--- src/rtl/gpio_port_pkg.sv ---
package gpio_port_pkg;
    localparam int unsigned PORT_W = 16;
    localparam int unsigned BYTE_W = 8;

    typedef enum logic {
        SEL_DATA = 1'b0,
        SEL_DIR  = 1'b1
    } reg_sel_e;
endpackage

--- src/rtl/gpio_pin_sync.sv ---
module gpio_pin_sync #(
    parameter int unsigned WIDTH  = 16,
    parameter int unsigned STAGES = 2
) (
    input  logic             clk,
    input  logic             rst_n,
    input  logic [WIDTH-1:0] pin_raw,
    output logic [WIDTH-1:0] pin_sync
);
    logic [STAGES-1:0][WIDTH-1:0] chain_d, chain_q;

    always_comb begin
        chain_d = chain_q;
        chain_d[0] = pin_raw;
        for (int s = 1; s < STAGES; s++) begin
            chain_d[s] = chain_q[s-1];
        end
    end

    always_ff @(posedge clk or negedge rst_n) begin
        if (!rst_n) chain_q <= '0;
        else        chain_q <= chain_d;
    end

    assign pin_sync = chain_q[STAGES-1];
endmodule

--- src/rtl/gpio_data_regs.sv ---
module gpio_data_regs
    import gpio_port_pkg::*;
#(
    parameter int unsigned WIDTH = PORT_W
) (
    input  logic             clk,
    input  logic             por_n,
    input  logic             sys_rst_n,
    input  logic             wr_en,
    input  reg_sel_e         wr_sel,
    input  logic [WIDTH/BYTE_W-1:0] wr_be,
    input  logic [WIDTH-1:0] wr_data,
    output logic [WIDTH-1:0] data_q,
    output logic [WIDTH-1:0] dir_q
);
    localparam int unsigned NBYTES = WIDTH / BYTE_W;

    typedef struct packed {
        logic [WIDTH-1:0] data;
        logic [WIDTH-1:0] dir;
    } regs_t;

    logic [WIDTH-1:0] byte_mask;
    regs_t            regs_d;

    for (genvar b = 0; b < NBYTES; b++) begin : g_mask
        assign byte_mask[b*BYTE_W +: BYTE_W] = {BYTE_W{wr_be[b]}};
    end

    always_comb begin
        regs_d.data = data_q;
        regs_d.dir  = dir_q;
        if (wr_en && wr_sel == SEL_DATA)
            regs_d.data = (data_q & ~byte_mask) | (wr_data & byte_mask);
        if (wr_en && wr_sel == SEL_DIR)
            regs_d.dir = (dir_q & ~byte_mask) | (wr_data & byte_mask);
    end

    // Data latch: only the power-on reset clears it.
    always_ff @(posedge clk or negedge por_n) begin
        if (!por_n) data_q <= '0;
        else        data_q <= regs_d.data;
    end

    // Direction: cleared by either reset.
    always_ff @(posedge clk or negedge sys_rst_n) begin
        if (!sys_rst_n) dir_q <= '0;
        else            dir_q <= regs_d.dir;
    end

    assert_data_hold_R8: assert property (@(posedge clk) disable iff (!por_n)
        !(wr_en && wr_sel == SEL_DATA) |=> $stable(data_q));

    assert_soft_clear_R8: assert property (@(posedge clk) disable iff (!por_n)
        !sys_rst_n |-> dir_q == '0);
endmodule

--- src/rtl/gpio_pin_mux.sv ---
module gpio_pin_mux #(
    parameter int unsigned WIDTH = 16
) (
    input  logic [WIDTH-1:0] data_q,
    input  logic [WIDTH-1:0] dir_q,
    input  logic [WIDTH-1:0] pin_sync,
    input  logic [WIDTH-1:0] func_sel,
    input  logic [WIDTH-1:0] periph_out,
    input  logic [WIDTH-1:0] periph_oe,
    output logic [WIDTH-1:0] pin_out,
    output logic [WIDTH-1:0] pin_oe,
    output logic [WIDTH-1:0] data_view
);
    for (genvar i = 0; i < WIDTH; i++) begin : g_line
        always_comb begin
            if (func_sel[i]) begin
                pin_out[i] = periph_out[i];
                pin_oe[i]  = periph_oe[i];
            end else begin
                pin_out[i] = data_q[i];
                pin_oe[i]  = dir_q[i];
            end
            data_view[i] = dir_q[i] ? data_q[i] : pin_sync[i];
        end
    end
endmodule

--- src/rtl/gpio_port_data.sv ---
module gpio_port_data
    import gpio_port_pkg::*;
#(
    parameter int unsigned WIDTH       = PORT_W,
    parameter int unsigned SYNC_STAGES = 2
) (
    input  logic             clk,
    input  logic             por_n,
    input  logic             soft_rst_n,
    input  logic             bus_we,
    input  logic             bus_re,
    input  logic             bus_sel,
    input  logic [WIDTH/BYTE_W-1:0] bus_be,
    input  logic [WIDTH-1:0] bus_wdata,
    output logic [WIDTH-1:0] bus_rdata,
    input  logic [WIDTH-1:0] func_sel,
    input  logic [WIDTH-1:0] periph_out,
    input  logic [WIDTH-1:0] periph_oe,
    input  logic [WIDTH-1:0] pin_in,
    output logic [WIDTH-1:0] pin_out,
    output logic [WIDTH-1:0] pin_oe
);
    logic             sys_rst_n;
    reg_sel_e         sel;
    logic [WIDTH-1:0] data_q, dir_q, pin_sync, data_view;
    logic [WIDTH-1:0] rd_d, rd_q;

    assign sys_rst_n = por_n & soft_rst_n;
    assign sel       = reg_sel_e'(bus_sel);

    gpio_pin_sync #(.WIDTH(WIDTH), .STAGES(SYNC_STAGES)) u_sync (
        .clk(clk), .rst_n(sys_rst_n), .pin_raw(pin_in), .pin_sync(pin_sync)
    );

    gpio_data_regs #(.WIDTH(WIDTH)) u_regs (
        .clk(clk), .por_n(por_n), .sys_rst_n(sys_rst_n),
        .wr_en(bus_we), .wr_sel(sel), .wr_be(bus_be), .wr_data(bus_wdata),
        .data_q(data_q), .dir_q(dir_q)
    );

    gpio_pin_mux #(.WIDTH(WIDTH)) u_mux (
        .data_q(data_q), .dir_q(dir_q), .pin_sync(pin_sync),
        .func_sel(func_sel), .periph_out(periph_out), .periph_oe(periph_oe),
        .pin_out(pin_out), .pin_oe(pin_oe), .data_view(data_view)
    );

    always_comb begin
        rd_d = rd_q;
        if (bus_re) rd_d = (sel == SEL_DIR) ? dir_q : data_view;
    end

    always_ff @(posedge clk or negedge sys_rst_n) begin
        if (!sys_rst_n) rd_q <= '0;
        else            rd_q <= rd_d;
    end

    assign bus_rdata = rd_q;

    assert_oe_quiet_R6: assert property (@(posedge clk) disable iff (!sys_rst_n)
        (pin_oe & ~func_sel & ~dir_q) == '0);

    assert_periph_route_R5: assert property (@(posedge clk) disable iff (!sys_rst_n)
        ((pin_oe ^ periph_oe) & func_sel) == '0);

    assert_dir_read_R7: assert property (@(posedge clk) disable iff (!sys_rst_n)
        (bus_re && bus_sel) |=> bus_rdata == $past(dir_q));

    assert_rd_hold_R7: assert property (@(posedge clk) disable iff (!sys_rst_n)
        !bus_re |=> $stable(bus_rdata));

    assert_latch_read_R4: assert property (@(posedge clk) disable iff (!sys_rst_n)
        (bus_re && !bus_sel) |=> ((bus_rdata ^ $past(data_q)) & $past(dir_q)) == '0);
endmodule

--- config.mk ---
export PLATFORM = sky130hd
export DESIGN_NAME = gpio_port_data
export DESIGN_NICKNAME = d
export VERILOG_FILES = /design/src/rtl/gpio_port_pkg.sv /design/src/rtl/gpio_pin_sync.sv /design/src/rtl/gpio_data_regs.sv /design/src/rtl/gpio_pin_mux.sv /design/src/rtl/gpio_port_data.sv
export SDC_FILE = /design/constraint.sdc
export NUM_CORES = 1
export LEC_CHECK = 0
export BUFFER_PORTS_ARGS = -buffer_cell sky130_fd_sc_hd__buf_2
export CAP_MARGIN = 20
export CELL_PAD_IN_SITES_DETAIL_PLACEMENT = 2
export CELL_PAD_IN_SITES_GLOBAL_PLACEMENT = 2
export CORE_MARGIN = 4
export CORE_UTILIZATION = 33
export CTS_CLUSTER_SIZE = 24
export DETAILED_ROUTE_END_ITERATION = 10
export PLACE_DENSITY_LB_ADDON = 0.12
export SLEW_MARGIN = 15
export SYNTH_ARGS = -nofsm -noshare
export SYNTH_HDL_FRONTEND = slang
export SYNTH_SLANG_ARGS = --single-unit
--- constraint.sdc ---
create_clock -name clk -period 4.6 [get_ports clk]
set_input_delay 0.92 -clock clk [delete_from_list [all_inputs] [get_ports clk]]
set_output_delay 0.92 -clock clk [all_outputs]
set_load 0.02 [all_outputs]
# Yosys cells after proc, flatten, opt, wreduce, memory -nomap -nowiden
# Index checks and enable logic that the tools add are counted.
[classes]
bitwise = 8
n_reduce_logical = 2
muxes = 49
[ops]
columns = ["cell", "n"]
rows = [
  ["$and 16x16->16", 3],
  ["$mux 1", 48],
  ["$or 16x16->16", 2],
  ["$mux 16", 1],
  ["$not 16->16", 1],
  ["$logic_and 1x1->1", 2],
  ["$and 1x1->1", 1],
  ["$not 1->1", 1],
]
[totals]
out_inout_bits = 48
regBits = 80
wordCells = 64
input_bits = 88

# Longest topological paths before layout
[logic_depth]
word_depth = 3
depth_mapped = 4
depth_no_buf = 2

# Hierarchy
# A second synthesis with hierarchy kept.
[unflattened]
cells_unflattened = 218
hier_area_um2 = 3417.0
[by_module_without_submodules]
columns = ["mod", "cells_per_inst", "seq_area_each_um2", "area_per_inst_um2", "instances"]
rows = [
  ["gpio_data_regs", 68, 800.8, 1203.7, 1],
  ["gpio_pin_sync", 32, 800.8, 800.8, 1],
  ["gpio_port_data", 70, 400.4, 752.0, 1],
  ["gpio_pin_mux", 48, 0.0, 660.6, 1],
]

# Worst setup path after synthesis
# OpenSTA, ideal clock, no wires.
[synth_path]
kind = "in2out"
from = "input port func_sel[0]"
to = "output port pin_oe[0]"
path_stages = 1
path_slack_ps = 2395
path_buffers = 0
t_required_ps = 3680
t_arrival_ps = 1285
path_cell_list = "mux2_2"
[synth_via]
elab_chain_len = 1
[synth_lines]
columns = ["item", "line_no", "text"]
rows = [
  ["start: declaration", "gpio_port_data.sv:16", "input logic [WIDTH-1:0] func_sel,"],
  ["$mux 1", "gpio_pin_mux.sv:16", "if (func_sel[i]) begin"],
  ["end: declaration", "gpio_port_data.sv:21", "output logic [WIDTH-1:0] pin_oe"],
]
# No other way between the ends.

# Final worst setup path
[layout_path]
from = "input port func_sel[10]"
to = "output port pin_out[10]"
[layout_via]
elab_chain_len = 1
[layout_lines]
columns = ["item", "line_no", "text"]
rows = [
  ["$mux 1", "gpio_pin_mux.sv:16", ""],
  ["end: declaration", "gpio_port_data.sv:20", "output logic [WIDTH-1:0] pin_out,"],
]
# No other way between the ends.

==> results_dict.tcl <==
set metrics [dict create \
    clk_pin_slew_ns 0.09 \
    worst_pin_slew_ns 0.8675 \
    synth_compound_area_share_pct 3.899 \
    rsz0062_at_grt "no" \
    power_density_mw_per_mm2 434.4 \
    synth_top_area_share_pct 60.56 \
    clockBufferDepth 2 \
    globalRouteOverflowTotal 0 \
    worstSetupPathType "input pin to primary output" \
    dpl.cell_count 481 \
    dieHeight_um 108.1 \
    nets 447 \
    min_path_cells 0 \
    p_leak_uw 0.002076 \
    hold_start "u_sync.chain_d[26]" \
    period_minus_slack_ns 2.442 \
    synthSimpleGateAreaFrac_pct 12.45 \
    yosysSeqAreaShare_pct 60.56 \
    setup_tns_ns 0 \
    setup_ws_ns 2.158 \
    hold_viol_final 0 \
    finalSetupViolCount 0 \
    synth_fa_ha_area_share_pct 0 \
    seq_area_mm2 0.002002 \
    r2r_slack_ns 3.71 \
    rows 36 \
    antenna_found_initial 1 \
    detail-route-antenna-nets 0 \
    grt_util_all_layers_pct 15.72 \
    worstPathRequired_ns 3.68 \
    fmax_mhz 409.5 \
    io_buffers 135 \
    cts_tree "done" \
    ys_types 14 \
    numCtsBuffers 9 \
    ctsHoldBuffers 0 \
    maxCapViolCount 0 \
    pin_count 136 \
    yosysTopAreaCell "dfrtp_1" \
    hp-class "register to register" \
    hold_end "u_sync.pin_sync[10]" \
    grt_pass1_vias 2760 \
    drive_gt1_share_pct 60.44 \
    fillers 1051 \
    synth_area_mm2 0.003306 \
    final_util_pct 44.62 \
    synthTopCellsByArea "dfrtp_1 61%, mux2_2 22%, nand4bb_1 5.1%" \
    core_area_mm2 0.009774 \
    drt-wirelength-per-cell_um 17.63 \
    remaining_drc_errors 0 \
    initialDrtViolationCount 35 \
    dp_hpwl_um 6257 \
    rr_worst_depth 2 \
    die_x_um 108.1 \
    clock_latency_ns 0.35 \
    stdcell_count 497 \
    yosys_warnings 0 \
    multi_input_area_mm2 0.001264 \
    mostFrequentLayoutCell "buf_2" \
    insertedDiodeCount 0 \
    drv_slew 0 \
    grt_max_degree 65 \
    finalCritPeriodShare_pct 53.09 \
    syn_avg_cell_area_um2 14.96 \
    start_util_pct 33.82 \
    most-common-layout-cells "135 x buf_2, 80 x dfrtp_1, 64 x mux2_2, 16 x nand2b_1, 16 x o211ai_1" \
    gp_congestion 0.6915 \
    design.die.area_mm2 0.01168 \
    drt_wl_total_um 8762 \
    vias 2420 \
    synthMuxAreaShare_pct 21.80 \
    cts_setup_buffers 0 \
    syn-num-nets 309 \
    dp_slack_ns 2.158 \
    postCtsResizedCells 0 \
    vias_per_cell 4.869 \
    synth_top_family_by_area "multiplexers" \
    clock-skew-final_ns 0.01389 \
    synth_xor_area_share_pct 0 \
    cp-start-kind "input pin" \
    r2r_end "bus_rdata[10]" \
    synth_cells 221 \
    peakVddDrop_mv 0.1947 \
    cts_root_buf "clkbuf_8" \
    cp_max_fo 2 \
    htreeDepth 3 \
    endpoint_kind "primary output" \
    grt_pass1_wl_um 14020 \
    area_delta_synth_final_pct 31.95 \
    numClockSinks 80 \
    first_pass_iters 4 \
    outcome "finished, final reports clean" \
    crit_arrival_ns 1.52 \
    relSlewSlack_pct 42.16 \
    synth-seq-cells 80 \
]
## layout make-up
class	instances	share of cell area (%)
multi-input cells	133	28.97
clock buffers	10	3.155
clock inverters	6	2.668
flip-flops and latches	80	45.90
well taps	133	3.815
repair buffers	135	15.49
## how the worst max path moves through the flow
stage                             from                         end  slack, ns
after global placement    func_sel[11]                 pin_out[11]       2.19
after detailed placement  func_sel[10]                 pin_out[10]       2.16
after floorplan             soft_rst_n  asynchronous set/reset pin       1.72
final                     func_sel[10]                 pin_out[10]       2.16
after CTS                 func_sel[10]                 pin_out[10]       2.15
after global routing      func_sel[10]                 pin_out[10]       2.14
## critical path, stage by stage
cell    delay, ns
buf_2        0.11
mux2_2       0.34
buf_2        0.16
## Yosys cell counts
cell type   n
and2_1      1
o211ai_1   16
buf_6       1
dfrtp_1    80
buf_2       4
o311ai_0    1
nand3_1    15
nand3_4     2
nand2b_1   16
mux2_2     64
clkbuf_1    3
nand2_1     1
nand4bb_1  15
nand3b_2    2
## report_power, final
part / total, uW / internal, uW / switching (uW)
sequential: 868 / 799 / 69.5
clock: 643 / 378 / 265
combinational: 383 / 180 / 203
## metal layers
metal,vias to the layer above,track usage [%],share of wire [%]
met5,-,0,0.23
met2,77,28.86,54
met4,2,5.681,1.4
li1,1092,-,-
met1,1238,17.32,38
met3,11,4.299,6.3
## through the flow
step / area, um2 / total power (uW) / hold WS (ns)
2_1_floorplan: 3306 / 1110 / 0.3312
3_3_place_gp: 4108 / 1258 / 0.3321
3_5_place_dp: 4108 / 1276 / 0.3364
4_1_cts: 4362 / 1931 / 0.3526
5_1_grt: 4362 / 2001 / 0.3570
6_report: 4362 / 1895 / 0.3455
## cell families (layout without fill, tap and decap cells)
kind of cell	Yosys count	count (layout)
flops	80	80
mux	64	64
simple gates	52	52
compound gates	17	17
buf+inv	8	151
Note: power is estimated with default switching activity, not from simulation.
